==> src/rtl/i2c_ts_pkg.sv <==
package i2c_ts_pkg;
  localparam int NSLV  = 3;
  localparam int SEL_W = $clog2(NSLV + 1);
  localparam int CFG_W = 8 * NSLV;
  localparam int FLG_W = 2 * NSLV;

  typedef enum logic [3:0] {
    ST_IDLE, ST_ADDR, ST_ACK_SET, ST_ACK_HOLD, ST_WR_DATA,
    ST_RD_DATA, ST_RD_REL, ST_RD_MACK, ST_RD_NEXT, ST_IGNORE
  } eng_state_t;

  // Lowest-numbered enabled identity whose address equals adr; 0 if none.
  // Address 0 (general call) never matches.
  function automatic logic [SEL_W-1:0] pick_slave(input logic [CFG_W-1:0] cfg,
                                                  input logic [6:0] adr);
    pick_slave = '0;
    if (adr != 7'd0) begin
      for (int k = NSLV - 1; k >= 0; k--) begin
        if (cfg[8*k] && (cfg[8*k+1 +: 7] == adr)) pick_slave = SEL_W'(k + 1);
      end
    end
  endfunction

  // Last identity has top priority, then ascending order among the rest.
  function automatic logic [SEL_W-1:0] irq_pick(input logic [NSLV-1:0] pend);
    irq_pick = '0;
    for (int k = NSLV - 2; k >= 0; k--) begin
      if (pend[k]) irq_pick = SEL_W'(k + 1);
    end
    if (pend[NSLV-1]) irq_pick = SEL_W'(NSLV);
  endfunction
endpackage

==> src/rtl/i2c_ts_line_sync.sv <==
module i2c_ts_line_sync #(
  parameter int STAGES = 2
) (
  input  logic clk,
  input  logic rst_n,
  input  logic scl_i,
  input  logic sda_i,
  output logic sda_s,
  output logic scl_rise,
  output logic scl_fall,
  output logic start_evt,
  output logic stop_evt
);
  logic [STAGES-1:0] scl_sr, sda_sr;
  logic scl_s, scl_q, sda_q;

  always_ff @(posedge clk or negedge rst_n) begin
    if (!rst_n) begin
      scl_sr <= '1;
      sda_sr <= '1;
      scl_q  <= 1'b1;
      sda_q  <= 1'b1;
    end else begin
      scl_sr <= {scl_sr[STAGES-2:0], scl_i};
      sda_sr <= {sda_sr[STAGES-2:0], sda_i};
      scl_q  <= scl_s;
      sda_q  <= sda_s;
    end
  end

  assign scl_s     = scl_sr[STAGES-1];
  assign sda_s     = sda_sr[STAGES-1];
  assign scl_rise  = scl_s & ~scl_q;
  assign scl_fall  = ~scl_s & scl_q;
  assign start_evt = scl_s & scl_q & sda_q & ~sda_s;
  assign stop_evt  = scl_s & scl_q & ~sda_q & sda_s;
endmodule

==> src/rtl/i2c_ts_engine.sv <==
module i2c_ts_engine
  import i2c_ts_pkg::*;
(
  input  logic             clk,
  input  logic             rst_n,
  input  logic             sda_s,
  input  logic             scl_rise,
  input  logic             scl_fall,
  input  logic             start_evt,
  input  logic             stop_evt,
  input  logic [CFG_W-1:0] cfg_i,
  input  logic [7:0]       tx_data_i,
  output logic             sda_oe,
  output logic [SEL_W-1:0] sel,
  output logic             rd,
  output logic [7:0]       rx_data,
  output logic             rx_valid,
  output logic             tx_load,
  output logic             done,
  output logic [SEL_W-1:0] done_sel,
  output logic             done_rd
);
  eng_state_t       state;
  logic [2:0]       bitcnt;
  logic [6:0]       sh;
  logic [7:0]       txsh;
  logic             seen;
  logic [SEL_W-1:0] addr_hit;

  assign addr_hit = pick_slave(cfg_i, sh);

  always_ff @(posedge clk or negedge rst_n) begin
    if (!rst_n) begin
      state    <= ST_IDLE;
      bitcnt   <= '0;
      sh       <= '0;
      txsh     <= '0;
      seen     <= 1'b0;
      sda_oe   <= 1'b0;
      sel      <= '0;
      rd       <= 1'b0;
      rx_data  <= '0;
      rx_valid <= 1'b0;
      tx_load  <= 1'b0;
      done     <= 1'b0;
      done_sel <= '0;
      done_rd  <= 1'b0;
    end else begin
      rx_valid <= 1'b0;
      tx_load  <= 1'b0;
      done     <= 1'b0;
      if (start_evt || stop_evt) begin
        done     <= (sel != '0) && seen;
        done_sel <= sel;
        done_rd  <= rd;
        seen     <= 1'b0;
        sda_oe   <= 1'b0;
        bitcnt   <= '0;
        sel      <= '0;
        rd       <= 1'b0;
        state    <= start_evt ? ST_ADDR : ST_IDLE;
      end else begin
        unique case (state)
          ST_ADDR: if (scl_rise) begin
            if (bitcnt == 3'd7) begin
              bitcnt <= '0;
              if (addr_hit != '0) begin
                sel   <= addr_hit;
                rd    <= sda_s;
                state <= ST_ACK_SET;
              end else begin
                state <= ST_IGNORE;
              end
            end else begin
              sh     <= {sh[5:0], sda_s};
              bitcnt <= bitcnt + 3'd1;
            end
          end
          ST_ACK_SET: if (scl_fall) begin
            sda_oe <= 1'b1;
            state  <= ST_ACK_HOLD;
          end
          ST_ACK_HOLD: if (scl_fall) begin
            bitcnt <= '0;
            if (rd) begin
              tx_load <= 1'b1;
              txsh    <= tx_data_i;
              sda_oe  <= ~tx_data_i[7];
              state   <= ST_RD_DATA;
            end else begin
              sda_oe <= 1'b0;
              state  <= ST_WR_DATA;
            end
          end
          ST_WR_DATA: if (scl_rise) begin
            sh <= {sh[5:0], sda_s};
            if (bitcnt == 3'd7) begin
              rx_data  <= {sh, sda_s};
              rx_valid <= 1'b1;
              seen     <= 1'b1;
              bitcnt   <= '0;
              state    <= ST_ACK_SET;
            end else begin
              bitcnt <= bitcnt + 3'd1;
            end
          end
          ST_RD_DATA: begin
            if (scl_rise) begin
              if (bitcnt == 3'd7) begin
                bitcnt <= '0;
                state  <= ST_RD_REL;
              end else begin
                bitcnt <= bitcnt + 3'd1;
              end
            end else if (scl_fall) begin
              txsh   <= {txsh[6:0], 1'b0};
              sda_oe <= ~txsh[6];
            end
          end
          ST_RD_REL: if (scl_fall) begin
            sda_oe <= 1'b0;
            state  <= ST_RD_MACK;
          end
          ST_RD_MACK: if (scl_rise) begin
            seen  <= 1'b1;
            state <= sda_s ? ST_IGNORE : ST_RD_NEXT;
          end
          ST_RD_NEXT: if (scl_fall) begin
            tx_load <= 1'b1;
            txsh    <= tx_data_i;
            sda_oe  <= ~tx_data_i[7];
            state   <= ST_RD_DATA;
          end
          default: ;
        endcase
      end
    end
  end
endmodule

==> src/rtl/i2c_ts_flags.sv <==
module i2c_ts_flags
  import i2c_ts_pkg::*;
(
  input  logic             clk,
  input  logic             rst_n,
  input  logic             done_i,
  input  logic [SEL_W-1:0] done_sel_i,
  input  logic             done_rd_i,
  input  logic [FLG_W-1:0] clr_i,
  input  logic [FLG_W-1:0] mask_i,
  output logic [NSLV-1:0]  rd_flag,
  output logic [NSLV-1:0]  wr_flag,
  output logic             irq_lo,
  output logic             irq_hi,
  output logic [SEL_W-1:0] irq_id
);
  logic [NSLV-1:0] pend;

  for (genvar k = 0; k < NSLV; k++) begin : g_slv
    logic set_rd, set_wr, rd_f, wr_f;
    assign set_rd = done_i &&  done_rd_i && (done_sel_i == SEL_W'(k + 1));
    assign set_wr = done_i && !done_rd_i && (done_sel_i == SEL_W'(k + 1));

    always_ff @(posedge clk or negedge rst_n) begin
      if (!rst_n) begin
        rd_f <= 1'b0;
        wr_f <= 1'b0;
      end else begin
        if (set_rd)             rd_f <= 1'b1;
        else if (clr_i[k])      rd_f <= 1'b0;
        if (set_wr)             wr_f <= 1'b1;
        else if (clr_i[NSLV+k]) wr_f <= 1'b0;
      end
    end

    assign rd_flag[k] = rd_f;
    assign wr_flag[k] = wr_f;
    assign pend[k]    = (rd_f & mask_i[k]) | (wr_f & mask_i[NSLV+k]);
  end

  assign irq_hi = pend[NSLV-1];
  assign irq_lo = |pend[NSLV-2:0];
  assign irq_id = irq_pick(pend);
endmodule

==> src/rtl/i2c_tri_slave.sv <==
module i2c_tri_slave
  import i2c_ts_pkg::*;
#(
  parameter int SYNC_STAGES = 2
) (
  input  logic             clk,
  input  logic             rst_n,
  input  logic             scl_i,
  input  logic             sda_i,
  output logic             sda_oe_o,
  input  logic [CFG_W-1:0] slave_cfg_i,
  input  logic [7:0]       tx_data_i,
  output logic             tx_load_o,
  output logic [7:0]       rx_data_o,
  output logic             rx_valid_o,
  output logic [SEL_W-1:0] sel_slave_o,
  output logic             sel_read_o,
  output logic             xfer_done_o,
  input  logic [FLG_W-1:0] flag_clr_i,
  input  logic [FLG_W-1:0] irq_mask_i,
  output logic [NSLV-1:0]  rd_flag_o,
  output logic [NSLV-1:0]  wr_flag_o,
  output logic             irq_lo_o,
  output logic             irq_hi_o,
  output logic [SEL_W-1:0] irq_id_o
);
  logic             sda_s, scl_rise, scl_fall, start_evt, stop_evt;
  logic             done_rd;
  logic [SEL_W-1:0] done_sel;

  i2c_ts_line_sync #(.STAGES(SYNC_STAGES)) u_sync (
    .clk       (clk),
    .rst_n     (rst_n),
    .scl_i     (scl_i),
    .sda_i     (sda_i),
    .sda_s     (sda_s),
    .scl_rise  (scl_rise),
    .scl_fall  (scl_fall),
    .start_evt (start_evt),
    .stop_evt  (stop_evt)
  );

  i2c_ts_engine u_eng (
    .clk       (clk),
    .rst_n     (rst_n),
    .sda_s     (sda_s),
    .scl_rise  (scl_rise),
    .scl_fall  (scl_fall),
    .start_evt (start_evt),
    .stop_evt  (stop_evt),
    .cfg_i     (slave_cfg_i),
    .tx_data_i (tx_data_i),
    .sda_oe    (sda_oe_o),
    .sel       (sel_slave_o),
    .rd        (sel_read_o),
    .rx_data   (rx_data_o),
    .rx_valid  (rx_valid_o),
    .tx_load   (tx_load_o),
    .done      (xfer_done_o),
    .done_sel  (done_sel),
    .done_rd   (done_rd)
  );

  i2c_ts_flags u_flags (
    .clk        (clk),
    .rst_n      (rst_n),
    .done_i     (xfer_done_o),
    .done_sel_i (done_sel),
    .done_rd_i  (done_rd),
    .clr_i      (flag_clr_i),
    .mask_i     (irq_mask_i),
    .rd_flag    (rd_flag_o),
    .wr_flag    (wr_flag_o),
    .irq_lo     (irq_lo_o),
    .irq_hi     (irq_hi_o),
    .irq_id     (irq_id_o)
  );
endmodule

==> config.mk <==
export PLATFORM = sky130hd
export DESIGN_NAME = i2c_tri_slave
export DESIGN_NICKNAME = d
export VERILOG_FILES = /design/src/rtl/i2c_ts_pkg.sv /design/src/rtl/i2c_ts_line_sync.sv /design/src/rtl/i2c_ts_engine.sv /design/src/rtl/i2c_ts_flags.sv /design/src/rtl/i2c_tri_slave.sv
export SDC_FILE = /design/constraint.sdc
export NUM_CORES = 1
export LEC_CHECK = 0
export ABC_AREA = 1
export BUFFER_PORTS_ARGS = -buffer_cell sky130_fd_sc_hd__buf_2
export CAP_MARGIN = 10
export CORE_UTILIZATION = 45
export CTS_BUF_LIST = sky130_fd_sc_hd__clkbuf_8 sky130_fd_sc_hd__clkbuf_16
export DETAILED_ROUTE_END_ITERATION = 6
export HOLD_SLACK_MARGIN = 0.15
export PLACE_DENSITY = 0.66
export SETUP_SLACK_MARGIN = 0.4
export SLEW_MARGIN = 20
export SYNTH_ARGS = -nofsm -noshare
export SYNTH_HDL_FRONTEND = slang
export SYNTH_SLANG_ARGS = --single-unit
==> constraint.sdc <==
create_clock -name clk -period 3 [get_ports clk]
set_input_delay 0.45 -clock clk [delete_from_list [all_inputs] [get_ports clk]]
set_output_delay 0.45 -clock clk [all_outputs]
set_load 0.03 [all_outputs]
==> results of run 1 <==
==> logic make-up after synthesis <==
kind of cell / Yosys count / synth area share, %
AO/OA/AOI/OAI: 69 / 15.0
adder cells (fa/ha/maj): 2 / 0.838
buffers and inverters: 82 / 11.6
flip-flops: 52 / 43.9
AND/OR/NAND/NOR: 198 / 28.7
==> placed cells by master, fill, tap and decap left out, types with 7 or more instances in the layout <==
cell type / count
nor2_1: 35
o21ai_0: 29
o21ai_2: 7
dfrtp_1: 46
buf_2: 72
inv_1: 65
nand2_1: 123
nand3_1: 17
nand2_2: 7
o21ai_1: 10
==> sequential cells by signal (all words and copies together) (netlist names) <==
register,flops
u_eng.bitcnt,3
u_eng.done,1
u_eng.done_rd,1
u_eng.done_sel,2
u_eng.rd,1
u_eng.rx_data,8
u_eng.rx_valid,1
u_eng.sda_oe,1
u_eng.seen,1
u_eng.sel,2
u_eng.sh,7
u_eng.state,4
u_eng.tx_load,1
u_eng.txsh,7
u_flags.g_slv.rd_f,3
u_flags.g_slv.wr_f,3
u_sync.scl_q,1
u_sync.scl_sr,2
u_sync.sda_q,1
u_sync.sda_sr,2
==> timing repair <==
action	CTS	global route
hold endpoints to repair	16	0
hold buffers	1	0
endpoints found under the setup margin	0	0
==> area by class of cell <==
class / count / area (um^2) / area share (%)
multi-input combinational: 269 / 1330 / 38.3
sequential: 52 / 1310 / 37.7
timing repair buffer: 74 / 378 / 10.9
inverter: 71 / 267 / 7.67
tap: 77 / 96.3 / 2.77
clock buffer: 5 / 68.8 / 1.98
clock inverter: 3 / 26.3 / 0.756
==> worst max-delay path, delay by kind of cell (launching register included) <==
kind,cells,cell delay (ps)
AND/OR/NAND/NOR,6,640
flip-flops,1,570
AO/OA/AOI/OAI,2,300
buffers and inverters,1,280
==> how the worst min path moves through the flow <==
stage	from	endpoint	cells past startpoint
2_1_floorplan	rst_n	u_eng.bitcnt[0]	0
3_3_place_gp	u_sync.scl_sr[0]	u_sync.scl_sr[1]	0
3_5_place_dp	u_sync.sda_sr[0]	u_sync.sda_sr[1]	0
4_1_cts	sda_i	u_sync.sda_sr[0]	1
5_1_grt	sda_i	u_sync.sda_sr[0]	1
6_report	sda_i	u_sync.sda_sr[0]	1
==> routing by layer <==
| layer | part of all wire (%) | wire length (um) | global-route usage, % | up-vias |
|---|---|---|---|---|
| met5 | 0 | 0 | 0 | - |
| met4 | 1.1 | 70 | 5.55 | 0 |
| met3 | 4.5 | 288 | 3.88 | 4 |
| met2 | 46 | 2970 | 32.1 | 65 |
| met1 | 49 | 3140 | 28.2 | 1252 |
| li1 | - | - | - | 1394 |
==> power by group <==
part	internal [mW]	total [mW]	switching (mW)
registers	0.831	0.936	0.106
clock network	0.170	0.417	0.246
logic	0.298	0.881	0.583
total	1.30	2.23	0.936
==> per-stage QoR <==
stage | total power [mW] | instances
floorplan | 1.61 | 403
global placement | 1.82 | 542
detailed placement | 1.83 | 542
CTS | 2.25 | 551
global route | 2.43 | 551
finish | 2.23 | 551
==> results.yml, run 1 <==
run_status:
  status: "completed"
synthesis:
  synth_edf_count: 0
  yosysUniqueCellTypes: 33
  ys_seq_elements: 52
  synth_most_common_cell: "nand2_1"
  netlist.top_cell.by_area: "dfrtp_1"
  synthTopCellsByCount: "nand2_1, inv_1, dfrtp_1"
  synth_area_leaders: "dfrtp_1, nand2_1, inv_1"
  yosys.area.top_type_share_pct: 38.6
  syn_nets: 453
  syn-mean-instance-area_um2: 7.40
  seq_area_frac_synth_pct: 43.9
  yosys_warnings: 0
  synth_flop_cell: "dfrtp_1"
  netlist_area_mm2: 0.00298
  syn_inst: 403
  async_reset_ff_share_pct: 100
clock_network:
  cts_setup_buffers: 0
  cts_resized: 0
  path_clk_slew_ps: 90
  cts_sinks: 52
  cts_buffer_depth: 2
  cts_tree: "yes"
  clock-root-buffer: "clkbuf_8"
  cts.htree.levels: 2
  clk_latency_ps: 310
  numCtsBuffers: 5
placed_design:
  port_buffers: 72
  dpl_worst_slack_ps: 1130
  finalWeightedCongestion: 0.907
  place_area_mm2: 0.00337
  place_hpwl_um: 5010
sta:
  skew_ps: 7.55
  rsz0062_at_grt: "false"
  setup_tns_ps: 0
  tightest_slew_ps: 450
  setup_viol: 0
  finalWorstSetupSlack_ps: 1110
  period_needed_ps: 1890
  slew-limit-headroom_pct: 70.0
  holdWs_ps: 231
  slew_viol_final: 0
  fmax_mhz: 530
  period_share_pct: 62.8
  finalHoldViolations: 0
detailed_routing:
  vias: 2715
  drt_iter0_drc: 150
  routed_via_density: 4.93
  antenna_left: 0
  route.detailed.drc: 0
  post_drt_wl_per_cell_um: 11.7
  firstDrtPassIters: 4
  wl_um: 6470
die:
  fp.dieArea_mm2: 0.00696
  die_w_um: 83.4
  fp.dieH_um: 83.4
  core_mm2: 0.00639
  start_util_pct: 46.7
  io_pins: 73
  num_rows: 29
finish:
  layout.nets: 523
  final_area_mm2: 0.00347
  fillers: 620
  n_antenna_cell: 0
  layout-drive-gt1-share_pct: 26.4
  utilization_pct: 54.4
  syn_to_final_growth_pct: 16.4
worst_setup_path:
  timing.rr.end: "u_eng.state[0]"
  startpoint: "u_sync.scl_sr[1]"
  crit_type: "reg2reg"
  cp-end-kind: "flop"
  reg2reg_depth: 9
  worstReg2RegStart: "u_sync.scl_sr[1]"
  path_max_fanout: 13
  cpMaxStageDelayCell: "dfstp_2"
  crit_end: "u_eng.state[0]"
  arrival_ps: 2090
  crit_required_ps: 3210
  cp-start-kind: "flop"
  slowest_delay_ps: 570
  rrSetupSlack_ps: 1110
  cp_cell_sequence: "nand2_2 > o21ai_2 > nand2_2 > inv_1 > nor2_2 > nand2_1 > nand3_1 > a21boi_1 > nand2_1"
global_routing:
  grt_overflow: 0
  antenna_found_initial: 0
  grtUsageTotal_pct: 20.2
  grt_pass1_wl_um: 11400
  grt_pass1_vias: 2480
  grt_max_degree: 37
power_and_ir_drop:
  powerDensity_mw_per_mm2: 643
  p_leak_nw: 1.92
  ir_drop_mv: 0.305
flow_run:
  maxCapViolCount: 0
min_path:
  hp-class: "in2reg"
(Power assumes the default switching activity.)
==> inputs of run 2 (changes only) <==
==> constraint.sdc (replaced) <==
create_clock -name clk -period 1.9 [get_ports clk]
set_input_delay 0.285 -clock clk [delete_from_list [all_inputs] [get_ports clk]]
set_output_delay 0.285 -clock clk [all_outputs]
set_load 0.03 [all_outputs]
==> run 2 against run 1 <==
Against the previous run: total power increased by 80%; sequential power grew 60%; global-route usage is 1.3 points higher; first-iteration DRC count grew 6.7%; final cell count up 6.0%; flip-flop and latch count unchanged; worst setup slack worse by 1000 ps; maximum frequency rose by 5.6%; register-to-register slack worse by 1000 ps; count of clock-buffer cells in the layout up 1; design area is 15% higher.
==> results.yml, run 2 (synthesis gave the netlist of run 1 again) <==
finish:
  utilization_pct: 62.3
  top_regs: "u_eng.rx_data (8), u_eng.sh (7), u_eng.txsh (7)"
  multi_input_area_mm2: 0.00147
  n_antenna_cell: 0
  syn_to_final_growth_pct: 33.4
  final_common_cell: "nand2_1"
  layout-drive-gt1-share_pct: 37.7
  seq_area_mm2: 0.00131
  top_register: "u_eng.rx_data"
  layout.nets: 556
  largest_reg_flops: 8
  final_cell_mix: "nand2_1, buf_2, inv_1"
  fillers: 571
clock_network:
  numCtsBuffers: 5
  path_clk_slew_ps: 100
  cts.htree.levels: 2
  clk_latency_ps: 310
  cts_buffer_depth: 2
  cts_sinks: 52
  cts_tree: "yes"
  clock-root-buffer: "clkbuf_8"
global_routing:
  grtUsageTotal_pct: 21.5
  grt_pass1_vias: 2697
  grt_max_degree: 53
  grt_pass1_wl_um: 12000
  antenna_found_initial: 0
  grt_overflow: 0
die:
  core_mm2: 0.00639
  start_util_pct: 46.7
  num_rows: 29
  fp.dieH_um: 83.4
  die_w_um: 83.4
  io_pins: 73
  fp.dieArea_mm2: 0.00696
power_and_ir_drop:
  seqPwrFrac_pct: 37.3
  p_switching_mw: 1.62
  pwr-share-comb_pct: 42.7
  pwr-share-clk_pct: 20.0
  internal-power_mw: 2.39
  ir_drop_mv: 0.598
  p_leak_nw: 2.13
  powerDensity_mw_per_mm2: 1010
  switching_share_pct: 40.4
worst_setup_path:
  crit_type: "reg2reg"
  crit_required_ps: 2150
  cp-end-kind: "flop"
  cp-start-kind: "flop"
  arrival_ps: 2030
  path_max_fanout: 7
sta:
  finalHoldViolations: 0
  slew_viol_final: 0
  skew_ps: 11.8
  tightest_slew_ps: 319
  fmax_mhz: 560
  holdWs_ps: 157
  rsz0062_at_grt: "true"
  setup_tns_ps: 0
  slew-limit-headroom_pct: 78.7
  period_needed_ps: 1780
  setup_viol: 0
  period_share_pct: 93.9
flow_run:
  maxCapViolCount: 0
placed_design:
  finalWeightedCongestion: 0.947
  place_hpwl_um: 5040
  port_buffers: 72
detailed_routing:
  route.detailed.drc: 0
  vias: 2858
  routed_via_density: 4.89
  antenna_left: 0
  post_drt_wl_per_cell_um: 12.8
  drt_iter0_drc: 160
  wl_um: 7450
  firstDrtPassIters: 5
run_status:
  status: "completed"
min_path:
  hp-class: "in2reg"
[run 2: cell types whose count changed in the layout (fill, tap and decap cells not counted), sizes merged]
cell         delta
inv             -1
clkinv          -1
buf            +29
clkbuf          +1
bufinv          +1
dlygate4sd3     +4
[run 2: power groups by stage]
stage	Sequential, mW	Clock (mW)	Combinational [mW]
final	1.50	0.803	1.71
after global routing	1.52	0.858	1.92
after CTS	1.49	0.816	1.59
after detailed placement	1.50	0	1.42
after global placement	1.49	0	1.42
after floorplan	1.48	0	1.07
[run 2: critical path, stage by stage (launching register included)]
cell and delay (ps):
dfstp_2 590, nand2_4 80, o21ai_4 180, nand2_4 120, nand2_2 110, nand2_4 70
nor2_4 130, nand4_1 200, nor2_1 130, nand2_1 60, nand2_1 50
[run 2: worst paths after layout]
check	from	to	slack [ps]	depth (start not counted)
worst min register to register	u_sync.sda_sr[0]	u_sync.sda_sr[1]	360	0
worst min-delay path	flag_clr_i[5]	u_flags.g_slv[2].wr_f	160	2
min in group asynchronous	rst_n	u_flags.g_slv[2].wr_f	490	3
max in group asynchronous	rst_n	u_sync.sda_sr[1]	1120	3
worst max-delay path	u_sync.scl_sr[1]	u_eng.state[1]	120	10
worst max register to register	u_sync.scl_sr[1]	u_eng.state[1]	120	10
[run 2: metrics by stage]
step / instance area (um^2) / power (mW) / std cells / setup WS, ps
2_1_floorplan: 3000 / 2.55 / 403 / 338
5_1_grt: 3980 / 4.30 / 584 / 24.6
4_1_cts: 3860 / 3.90 / 578 / 248
6_report: 3980 / 4.01 / 584 / 115
3_5_place_dp: 3420 / 2.92 / 546 / 175
3_3_place_gp: 3420 / 2.91 / 546 / 187
[run 2: area by class of cell]
cell class / instances / area share, %
multi-input combinational: 269 / 36.9
inverter: 71 / 6.82
clock inverter: 2 / 0.975
clock buffer: 6 / 2.07
sequential: 52 / 33.0
tap: 77 / 2.42
timing repair buffer: 107 / 17.8
[run 2: routing by layer]
metal | GRT usage [%] | share of wire (%) | vias up | wire, um
met5 | 0 | 0 | - | 0
met4 | 7.70 | 1.7 | 0 | 124
met3 | 4.47 | 4.9 | 14 | 365
met2 | 36.2 | 48 | 88 | 3600
met1 | 27.3 | 45 | 1288 | 3370
li1 | - | - | 1468 | -
[run 2: repair_timing]
action,CTS,global route
endpoints found under the setup margin,37,40
buffers inserted,20,5
hold buffers,4,1
endpoints found under the hold margin,49,1
gates resized for setup,44,23
pin swaps,12,8
